`src/rtl/img_rd_pkg.sv`:
```
package img_rd_pkg;
  typedef enum logic [1:0] {ST_IDLE, ST_PLAN, ST_ADDR, ST_DATA} rd_state_e;
  localparam logic [1:0] BURST_INCR = 2'b01;
  localparam logic [1:0] RESP_OKAY  = 2'b00;
endpackage

```
`src/rtl/rd_burst_sizer.sv`:
```
// Picks the next burst length: the smallest of the burst cap, the beats
// left to the next address boundary and the beats left in the image.
module rd_burst_sizer #(
  parameter int MAX_BURST  = 16,
  parameter int BEAT_BYTES = 8,
  parameter int BOUNDARY   = 4096,
  parameter int CNT_W      = 34,
  localparam int SIZE_CODE  = $clog2(BEAT_BYTES),
  localparam int OFF_W      = $clog2(BOUNDARY),
  localparam int PAGE_BEATS = BOUNDARY / BEAT_BYTES,
  localparam int PAGE_W     = $clog2(PAGE_BEATS + 1),
  localparam int LEN_W      = $clog2(MAX_BURST + 1)
) (
  input  logic [OFF_W-1:SIZE_CODE] page_addr,
  input  logic [CNT_W-1:0]         beats_left,
  output logic [LEN_W-1:0]         burst_len
);
  logic [PAGE_W-1:0] to_page;
  logic [CNT_W-1:0]  pick;

  assign to_page = PAGE_W'(PAGE_BEATS) - PAGE_W'(page_addr);

  always_comb begin
    pick = CNT_W'(MAX_BURST);
    if (CNT_W'(to_page) < pick) pick = CNT_W'(to_page);
    if (beats_left < pick)      pick = beats_left;
  end

  assign burst_len = LEN_W'(pick);
endmodule

```
`src/rtl/rd_space_gate.sv`:
```
// Tracks beats granted on AR but not yet written into the FIFO and
// decides whether the free space covers one more burst.
module rd_space_gate #(
  parameter int FIFO_DEPTH = 256,
  parameter int MAX_BURST  = 16,
  localparam int FREE_W = $clog2(FIFO_DEPTH + 1),
  localparam int LEN_W  = $clog2(MAX_BURST + 1)
) (
  input  logic              clk,
  input  logic              rst,
  input  logic [FREE_W-1:0] fifo_free,
  input  logic [LEN_W-1:0]  want_len,
  input  logic              issue,
  input  logic [LEN_W-1:0]  issue_len,
  input  logic              wr_beat,
  output logic              room
);
  logic [FREE_W-1:0] owed_q;

  always_ff @(posedge clk) begin
    if (rst) owed_q <= '0;
    else     owed_q <= owed_q + (issue ? FREE_W'(issue_len) : '0)
                             - (wr_beat ? FREE_W'(1) : '0);
  end

  assign room = {1'b0, fifo_free} >= ({1'b0, owed_q} + (FREE_W+1)'(want_len));

  // every FIFO write consumes a slot reserved by an earlier grant
  assert_no_overflow_R5: assert property (@(posedge clk) disable iff (rst)
    wr_beat |-> owed_q != '0)
    else $error("write without reserved slot");

  // reservations never exceed the FIFO capacity
  assert_owed_bound_R5: assert property (@(posedge clk) disable iff (rst)
    owed_q <= FREE_W'(FIFO_DEPTH))
    else $error("reservation above depth");
endmodule

```
`src/rtl/rd_beat_sink.sv`:
```
// Registers each accepted beat onto the FIFO write port and keeps the
// sticky response error.
module rd_beat_sink
  import img_rd_pkg::*;
#(
  parameter int DATA_W = 64
) (
  input  logic              clk,
  input  logic              rst,
  input  logic              beat_fire,
  input  logic [DATA_W-1:0] beat_data,
  input  logic [1:0]        beat_resp,
  input  logic              err_clear,
  output logic              wr_en,
  output logic [DATA_W-1:0] wr_data,
  output logic              err_flag
);
  always_ff @(posedge clk) begin
    if (rst) begin
      wr_en    <= 1'b0;
      err_flag <= 1'b0;
    end else begin
      wr_en <= beat_fire;
      if (err_clear)                              err_flag <= 1'b0;
      else if (beat_fire && beat_resp != RESP_OKAY) err_flag <= 1'b1;
    end
  end

  always_ff @(posedge clk) begin
    if (beat_fire) wr_data <= beat_data;
  end

  // a beat reaches the FIFO port one cycle after its handshake
  assert_beat_latency_R2: assert property (@(posedge clk) disable iff (rst)
    beat_fire |=> wr_en && wr_data == $past(beat_data))
    else $error("beat not forwarded");

  // the error stays set until a new fetch is accepted
  assert_err_sticky_R9: assert property (@(posedge clk) disable iff (rst)
    err_flag && !err_clear |=> err_flag)
    else $error("error flag dropped");
endmodule

```
`src/rtl/img_burst_reader.sv`:
```
module img_burst_reader
  import img_rd_pkg::*;
#(
  parameter int ADDR_W     = 32,
  parameter int DATA_W     = 64,
  parameter int DIM_W      = 16,
  parameter int PX_LOG2    = 1,
  parameter int FIFO_DEPTH = 256,
  parameter int MAX_BURST  = 16,
  parameter int BOUNDARY   = 4096,
  localparam int FREE_W = $clog2(FIFO_DEPTH + 1)
) (
  input  logic              clk,
  input  logic              rst,
  input  logic              start,
  input  logic [ADDR_W-1:0] src_addr,
  input  logic [DIM_W-1:0]  img_width,
  input  logic [DIM_W-1:0]  img_height,
  input  logic [FREE_W-1:0] fifo_free,
  output logic              arvalid,
  input  logic              arready,
  output logic [ADDR_W-1:0] araddr,
  output logic [7:0]        arlen,
  output logic [2:0]        arsize,
  output logic [1:0]        arburst,
  input  logic              rvalid,
  input  logic [DATA_W-1:0] rdata,
  input  logic [1:0]        rresp,
  input  logic              rlast,
  output logic              rready,
  output logic              fifo_wr_en,
  output logic [DATA_W-1:0] fifo_wr_data,
  output logic              busy,
  output logic              done,
  output logic              err
);
  localparam int BEAT_BYTES = DATA_W / 8;
  localparam int SIZE_CODE  = $clog2(BEAT_BYTES);
  localparam int OFF_W      = $clog2(BOUNDARY);
  localparam int LEN_W      = $clog2(MAX_BURST + 1);
  localparam int CNT_W      = 2 * DIM_W + PX_LOG2 + 1;
  localparam logic [ADDR_W-1:0] ALIGN_MASK = ADDR_W'(BEAT_BYTES - 1);

  rd_state_e         state_q;
  logic [ADDR_W-1:0] addr_q;
  logic [CNT_W-1:0]  left_q;
  logic [LEN_W-1:0]  cur_len_q;
  logic [CNT_W-1:0]  img_bytes, img_beats;
  logic [LEN_W-1:0]  next_len;
  logic              room, beat_fire, take_start;

  assign img_bytes  = (CNT_W'(img_width) * CNT_W'(img_height)) << PX_LOG2;
  assign img_beats  = (img_bytes + CNT_W'(BEAT_BYTES - 1)) >> SIZE_CODE;
  assign beat_fire  = rvalid && rready;
  assign take_start = start && state_q == ST_IDLE;
  assign arsize     = 3'(SIZE_CODE);
  assign arburst    = BURST_INCR;

  rd_burst_sizer #(.MAX_BURST(MAX_BURST), .BEAT_BYTES(BEAT_BYTES),
                   .BOUNDARY(BOUNDARY), .CNT_W(CNT_W)) u_sizer (
    .page_addr (addr_q[OFF_W-1:SIZE_CODE]),
    .beats_left(left_q),
    .burst_len (next_len)
  );

  rd_space_gate #(.FIFO_DEPTH(FIFO_DEPTH), .MAX_BURST(MAX_BURST)) u_gate (
    .clk      (clk),
    .rst      (rst),
    .fifo_free(fifo_free),
    .want_len (next_len),
    .issue    (arvalid && arready),
    .issue_len(cur_len_q),
    .wr_beat  (fifo_wr_en),
    .room     (room)
  );

  rd_beat_sink #(.DATA_W(DATA_W)) u_sink (
    .clk      (clk),
    .rst      (rst),
    .beat_fire(beat_fire),
    .beat_data(rdata),
    .beat_resp(rresp),
    .err_clear(take_start),
    .wr_en    (fifo_wr_en),
    .wr_data  (fifo_wr_data),
    .err_flag (err)
  );

  always_ff @(posedge clk) begin
    if (rst) begin
      state_q   <= ST_IDLE;
      addr_q    <= '0;
      left_q    <= '0;
      cur_len_q <= '0;
      arvalid   <= 1'b0;
      araddr    <= '0;
      arlen     <= '0;
      rready    <= 1'b0;
      busy      <= 1'b0;
      done      <= 1'b0;
    end else begin
      rready <= 1'b1;
      done   <= 1'b0;
      unique case (state_q)
        ST_IDLE: if (start) begin
          addr_q <= src_addr & ~ALIGN_MASK;
          left_q <= img_beats;
          if (img_beats == '0) done <= 1'b1;
          else begin
            busy    <= 1'b1;
            state_q <= ST_PLAN;
          end
        end
        ST_PLAN: if (room) begin
          arvalid   <= 1'b1;
          araddr    <= addr_q;
          arlen     <= 8'(next_len) - 8'd1;
          cur_len_q <= next_len;
          state_q   <= ST_ADDR;
        end
        ST_ADDR: if (arready) begin
          arvalid <= 1'b0;
          state_q <= ST_DATA;
        end
        ST_DATA: if (beat_fire && rlast) begin
          addr_q <= addr_q + (ADDR_W'(cur_len_q) << SIZE_CODE);
          left_q <= left_q - CNT_W'(cur_len_q);
          if (left_q == CNT_W'(cur_len_q)) begin
            done    <= 1'b1;
            busy    <= 1'b0;
            state_q <= ST_IDLE;
          end else begin
            state_q <= ST_PLAN;
          end
        end
        default: state_q <= ST_IDLE;
      endcase
    end
  end

  // burst length cap
  assert_burst_len_R3: assert property (@(posedge clk) disable iff (rst)
    arvalid |-> arlen < 8'(MAX_BURST))
    else $error("burst too long");

  // a burst stays inside one address page
  assert_no_page_cross_R4: assert property (@(posedge clk) disable iff (rst)
    arvalid |-> ((OFF_W+1)'(araddr[OFF_W-1:0])
                 + (((OFF_W+1)'(arlen) + (OFF_W+1)'(1)) << SIZE_CODE))
                <= (OFF_W+1)'(BOUNDARY))
    else $error("burst crosses page");

  // the FIFO has a free entry whenever it is written
  assert_fifo_room_R5: assert property (@(posedge clk) disable iff (rst)
    fifo_wr_en |-> fifo_free != '0)
    else $error("write into full FIFO");

  // no address request while data of a burst is flowing
  assert_single_burst_R6: assert property (@(posedge clk) disable iff (rst)
    beat_fire |-> !arvalid)
    else $error("overlapping bursts");

  // request held until accepted
  assert_ar_hold_R7: assert property (@(posedge clk) disable iff (rst)
    arvalid && !arready |=> arvalid && $stable(araddr) && $stable(arlen))
    else $error("request changed before accept");

  // done is a single-cycle pulse with busy already low
  assert_done_pulse_R8: assert property (@(posedge clk) disable iff (rst)
    done |=> !done)
    else $error("done longer than one cycle");
  assert_done_idle_R8: assert property (@(posedge clk) disable iff (rst)
    done |-> !busy)
    else $error("done while busy");
endmodule

```
`config.mk`:
```
export PLATFORM = sky130hd
export DESIGN_NAME = img_burst_reader
export DESIGN_NICKNAME = d
export VERILOG_FILES = /design/src/rtl/img_rd_pkg.sv /design/src/rtl/rd_burst_sizer.sv /design/src/rtl/rd_space_gate.sv /design/src/rtl/rd_beat_sink.sv /design/src/rtl/img_burst_reader.sv
export SDC_FILE = /design/constraint.sdc
export NUM_CORES = 1
export LEC_CHECK = 0
export ABC_AREA = 1
export BUFFER_PORTS_ARGS = -buffer_cell sky130_fd_sc_hd__buf_2
export CAP_MARGIN = 20
export CORE_MARGIN = 1.5
export CORE_UTILIZATION = 60
export CTS_BUF_LIST = sky130_fd_sc_hd__clkbuf_16
export CTS_CLUSTER_SIZE = 8
export DETAILED_ROUTE_END_ITERATION = 16
export PLACE_DENSITY_LB_ADDON = 0.05
export SETUP_SLACK_MARGIN = 0.05
export SYNTH_ARGS = -nofsm -noshare
export SYNTH_HDL_FRONTEND = slang
export SYNTH_SLANG_ARGS = --single-unit
```
`constraint.sdc`:
```
create_clock -name clk -period 18.1 [get_ports clk]
set_clock_uncertainty 0.1 [all_clocks]
set_input_delay 1.81 -clock clk [delete_from_list [all_inputs] [get_ports clk]]
set_output_delay 1.81 -clock clk [all_outputs]
set_load 0.05 [all_outputs]
```
# ---- After elaboration in Yosys (flattened, before gate mapping)
# Index checks and enable logic that the tools add are counted.
# Widths: inputs -> output; s select.
dict set report totals {
  ff_bits 192
  out_inout_bits 115
}
dict set report classes {
  n_mul 1
  n_reduce_logical 16
  addsub 8
  order_cmp 3
  eq_ne 10
  n_mux 31
}
# operator count
set ops {}
lappend ops {{$mux 34} 2}
lappend ops {{$pmux 34 s2} 1}
lappend ops {{$mux 32} 2}
lappend ops {{$pmux 32 s2} 1}
lappend ops {{$add 33x3->34 const B} 1}
lappend ops {{$eq 34x5->1} 1}
lappend ops {{$logic_not 34->1} 1}
lappend ops {{$lt 34x10->1} 1}
lappend ops {{$sub 34x5->34} 1}
lappend ops {{$add 32x8->32} 1}
lappend ops {{$mul 16x16->32} 1}
lappend ops {{$mux 1} 13}
lappend ops {{$ne 2x2->1 const B} 6}
lappend ops {{$add 9x5->10} 1}
lappend ops {{$ge 9x10->1} 1}
lappend ops {{$lt 10x5->1 const B} 1}
lappend ops {{$mux 10} 1}
lappend ops {{$mux 2} 5}
lappend ops {{$mux 5} 2}
lappend ops {{$reduce_and 5->1} 2}
lappend ops {{$sub 10x9->10 const A} 1}
lappend ops {{$add 9x9->9} 1}
lappend ops {{$sub 9x9->9} 1}
lappend ops {{$pmux 2 s4} 1}
lappend ops {{10 further kinds} 20}

# ---- Longest topological paths before layout
dict set report logic_depth {
  depth_word 9
  depth_mapped 40
  mapped_depth_nobuf 38
}

# ---- Cells and area by module
# Synthesis repeated with hierarchy kept, for this count alone.
dict set report unflattened {
  hier_cells 2856
  area_unflattened_um2 20408.3
}
# module cells_each n_inst area_per_inst_um2
set modules_own_cells {}
lappend modules_own_cells {img_burst_reader 2505 1 16598.4}
lappend modules_own_cells {rd_beat_sink 72 1 1989.4}
lappend modules_own_cells {rd_space_gate 191 1 1262.5}
lappend modules_own_cells {rd_burst_sizer 88 1 558.0}

# ---- Worst setup path after synthesis
# Ideal clock, no wire load.
dict set report synth_timing {
  kind {input -> register}
  startpoint {input img_width[12]}
  endpoint {register busy}
  t_required_ps 17883
  path_slack_ps 10167
  cell_stages 31
  t_arrival_ps 7716
  path_buffers 2
  cell_sequence {clkbuf_1 -> clkbuf_1 -> nand2_1 -> fa_1 -> inv_1 -> fa_1 -> inv_1 -> fa_1 -> fa_1 -> fa_1 -> inv_1 -> fa_1 -> ha_1 -> nand2_1 -> inv_1 -> nand2_1 -> nand3_1 -> a21oi_1 -> nand2_1 -> nand2_1 -> nand2_1 -> nor2_1 -> nand2_1 -> nor2_4 -> nand3_2 -> nand2_1 -> nand2_1 -> nor3_2 -> nand3_2 -> a21oi_1 -> nor2_1}
}
dict set report synth_between {
  elab_chain_len 5
}
# element line_no
set synth_lines {}
lappend synth_lines {{start, declared} img_burst_reader.sv:17} ;# input logic [DIM_W-1:0] img_width,
lappend synth_lines {{$mul 16x16->32} img_burst_reader.sv:52} ;# assign img_bytes = (CNT_W'(img_width) * CNT_W'(img_height)) << PX_LOG2;
lappend synth_lines {{$add 33x3->34} img_burst_reader.sv:53} ;# assign img_beats = (img_bytes + CNT_W'(BEAT_BYTES - 1)) >> SIZE_CODE;
lappend synth_lines {{$logic_not 34->1} img_burst_reader.sv:108} ;# if (img_beats == '0) done <= 1'b1;
lappend synth_lines {{$ne 2x2->1 (no line)} -}
lappend synth_lines {{$reduce_and 5->1 (no line)} -}
lappend synth_lines {{end signal, assigned} img_burst_reader.sv:99} ;# busy <= 1'b0;
lappend synth_lines {{end signal, assigned} img_burst_reader.sv:110} ;# busy <= 1'b1;
lappend synth_lines {{end signal, assigned} img_burst_reader.sv:130} ;# busy <= 1'b0;
lappend synth_lines {{end, declared} img_burst_reader.sv:33} ;# output logic busy,
# No other way between the ends.
# A chain may end at the register's enable or synchronous reset.

# ---- Worst setup path after layout
dict set report layout_timing {
  startpoint {input img_width[9]}
  endpoint {register busy}
}
# Same word-level chain as after synthesis.

==> summary.md <==
| Metric | Value |
|---|---|
| Status | finished, final reports clean |
| First-pass GRT wire length | 82.9 mm |
| Pre-antenna DRT Iters | 6 |
| Synth area leaders | fa_1 20%, nand2_1 14%, dfxtp_1 12% |
| Critical path capture point type | flip-flop |
| Worst Setup Start Kind | primary input |
| Via count | 17.9k |
| Clk_lat worst skew | 0.45 ns |
| MaxCap Viol Count | 0 |
| Delay of the slowest critical-path stage | 0.55 ns |
| Initial antenna violation count | 2 |
| #FFs+latches synth | 184 |
| Most common library cells after synthesis | 736 x nand2_1, 519 x inv_1, 200 x nor2_1, 198 x fa_1, 160 x ha_1 |
| FF-to-FF Start | addr_q[3]$_SDFFE_PP0P_ |
| Max-slew headroom | 0.428 |
| Worst hold path class | reg -> reg |
| Prevailing post-synth register cell | dfxtp_1 |
| Cells after synthesis | 2745 |
| Total setup buffers inserted after CTS | 0 |
| Total Routing Usage GR | 0.300 |
| Clock transition at path regs | 0.06 ns |
| Die width | 186 um |
| Fin. max-slew vios | 0 |
| Max FO, Critical Path | 16 |
| Iter 0 DRT Violations | 1106 |
| Final wirelength | 49.8 mm |
| Deepest clock path buffer count | 2 |
| CP arrival | 8.52 ns |
| Post-synth top area share | 0.198 |
| Yosys warns | 0 |
| CTS resizes | 0 |
| Register area share after synthesis | 0.216 |
| FF/Latch Area | 0.00432 sq mm |
| Critical path class | in -> reg |
| CTS buffer count | 17 |
| Core ar. | 0.0327 sq mm |
| Worst Hold End | araddr[16]$_SDFFE_PP0P_ |
| DIE HEIGHT | 186 um |
| Maximum clock rate | 121 MHz |
| Layout cells sized above 1 | 0.133 |
| Yosys cell types | 54 |
| Final period util | 0.457 |
| Total grt overflow | 0 |
| Number of synthesized flops with an enable pin | 64 |
| Reg-to-reg setup timing slack | 11.31 ns |
| Die footprint | 0.0345 sq mm |
| Row cnt | 66 |
| Count of final setup violators | 0 |
| Avg Inst Size Synth | 7.30 sq um |
| Setup TNS | 0 ns |
| DRC viols | 0 |
| Multi-input logic area | 0.0133 sq mm |
| Worst-Margin Slew | 0.857 ns |
| RSZ-0062 raised after global routing | false |
| Htree depth | 4 |
| NumNets Final | 3419 |
| DP HPWL | 40.3 mm |
| Via density | 5.31 |
| Fill count | 2866 |
| CTS root buf | clkbuf_16 |
| Cell taking the most area after synthesis | fa_1 |
| ANT nets after route | 0 |
| Area delta synth->final | 10.1% |
| Average wire per standard cell | 14.8 um |
| Vias in the first global route | 17.4k |
| RD Place Congestion | 0.897 |
| Synth Cell Area | 0.0200 sq mm |
| Async set-reset flop share out of synthesis | 0 |
| # IOs | 260 |
| CP required | 18.34 ns |
| Critical path buffers and inverters | 5 |
| Num Clock Sinks | 184 |
| Hold path start | araddr[16]$_SDFFE_PP0P_ |
| Most frequent cell after synthesis | nand2_1 |
| Port bufs | 248 |
| Largest net degree at the start of global routing | 68 |
| Delay-heaviest family, CP | adder cells |
| Crit path from | img_width[9] |
| Hold-fix buffers, CTS | 0 |
| TritonCTS clock tree | built |
| R2r worst-path depth | 37 |
| Fin. Hold Viols | 0 |
| Worst hold stages | 2 |
| Final Critical Period | 8.28 ns |
| Most frequent CP cell | nand2_1 |
| Initial Utilization | 0.613 |
| Worst r2r dst | arlen[4]$_SDFFE_PP0P_ |
| CP max stage cell | fa_1 |
-- final cells by class --
type	instances	area share
multi-input cells	1919	0.601
flip-flops and latches	184	0.196
inverters	537	0.0914
repair buffers	257	0.0599
well taps	442	0.0251
clock buffers	18	0.0204
clock inverters	14	0.00613
diodes	2	0.000227
-- layer usage --
layer | up-vias | share of wire | global-route usage | wire length (um)
met1 | 8453 | 0.44 | 0.399 | 21700
met5 | - | 0 | 0 | 0
li1 | 8795 | - | - | -
met3 | 52 | 0.070 | 0.0473 | 3500
met2 | 601 | 0.48 | 0.512 | 23900
met4 | 0 | 0.013 | 0.0713 | 644
-- metrics by stage --
stage | cells | hold WS [ns] | utilization | setup WS, ns | cell area, sq um
finish | 3373 | 0.363 | 0.674 | 9.82 | 22100
global route | 3373 | 0.383 | 0.674 | 9.44 | 22100
CTS | 3370 | 0.367 | 0.674 | 9.96 | 22000
detailed placement | 3338 | 0.356 | 0.656 | 9.50 | 21400
global placement | 3338 | 0.353 | 0.656 | 9.62 | 21400
floorplan | 2756 | 0.358 | - | 10.17 | 20100
-- layout by cell type, fill, tap and decap left out, drive strengths merged, types with 3 or more instances in the layout --
| master | netlist | routed |
|---|---|---|
| a211oi | 5 | 5 |
| a21oi | 143 | 143 |
| a22oi | 8 | 8 |
| a31oi | 13 | 13 |
| buf | 17 | 257 |
| clkbuf | 99 | 18 |
| clkinv | 3 | 6 |
| conb | 2 | 13 |
| dfxtp | 120 | 120 |
| edfxtp | 64 | 64 |
| fa | 198 | 198 |
| ha | 160 | 160 |
| inv | 534 | 541 |
| nand2 | 772 | 772 |
| nand3 | 120 | 120 |
| nand3b | 3 | 3 |
| nand4 | 33 | 33 |
| nor2 | 227 | 227 |
| nor3 | 24 | 24 |
| nor4 | 8 | 8 |
| o211ai | 14 | 14 |
| o21ai | 93 | 93 |
| o21bai | 7 | 7 |
| o221ai | 4 | 4 |
| o22ai | 4 | 4 |
| xnor2 | 16 | 16 |
| xor2 | 36 | 36 |
-- worst reg2reg max path, delay by kind of cell, from the launching register on --
family	cells	cell delay [ns]
compound gates	12	2.29
xor+xnor	1	0.17
fa+ha+maj	4	1.07
buf+inv	8	1.20
flops	1	0.38
simple gates	12	1.47
-- worst max path at each step --
stage                               to  slack, ns  depth (start not counted)
2_1_floorplan        busy$_SDFFE_PP0P_      10.17                         31
3_3_place_gp   state_q[0]$_SDFFE_PP0P_       9.62                         30
3_5_place_dp   state_q[0]$_SDFFE_PP0P_       9.50                         30
4_1_cts              busy$_SDFFE_PP0P_       9.96                         30
5_1_grt        state_q[0]$_SDFFE_PP0P_       9.44                         30
6_report             busy$_SDFFE_PP0P_       9.82                         30
-- state kept, by name, summed over array words and instances (netlist names) --
register,count
cur_len_q,5
u_sink.wr_data,64
u_gate.owed_q,9
done,1
busy,1
arvalid,1
u_sink.wr_en,1
state_q,2
u_sink.err_flag,1
left_q,34
addr_q,29
araddr,29
arlen,6
rready,1
-- logic make-up (layout without fill, tap and decap cells) --
| group | after synthesis | in the layout | synth area share |
|---|---|---|---|
| AND/OR/NAND/NOR | 1195 | 1195 | 0.255 |
| buffers and inverters | 653 | 826 | 0.125 |
| adder cells (fa/ha/maj) | 358 | 358 | 0.298 |
| AO/OA/AOI/OAI | 301 | 301 | 0.0832 |
| flip-flops | 184 | 184 | 0.216 |
| XOR/XNOR | 52 | 52 | 0.0227 |
| other | 2 | 15 | 0.000375 |
Power is not shown: default switching activity piles up to over one toggle a cycle in this logic, so the estimate is an artifact.
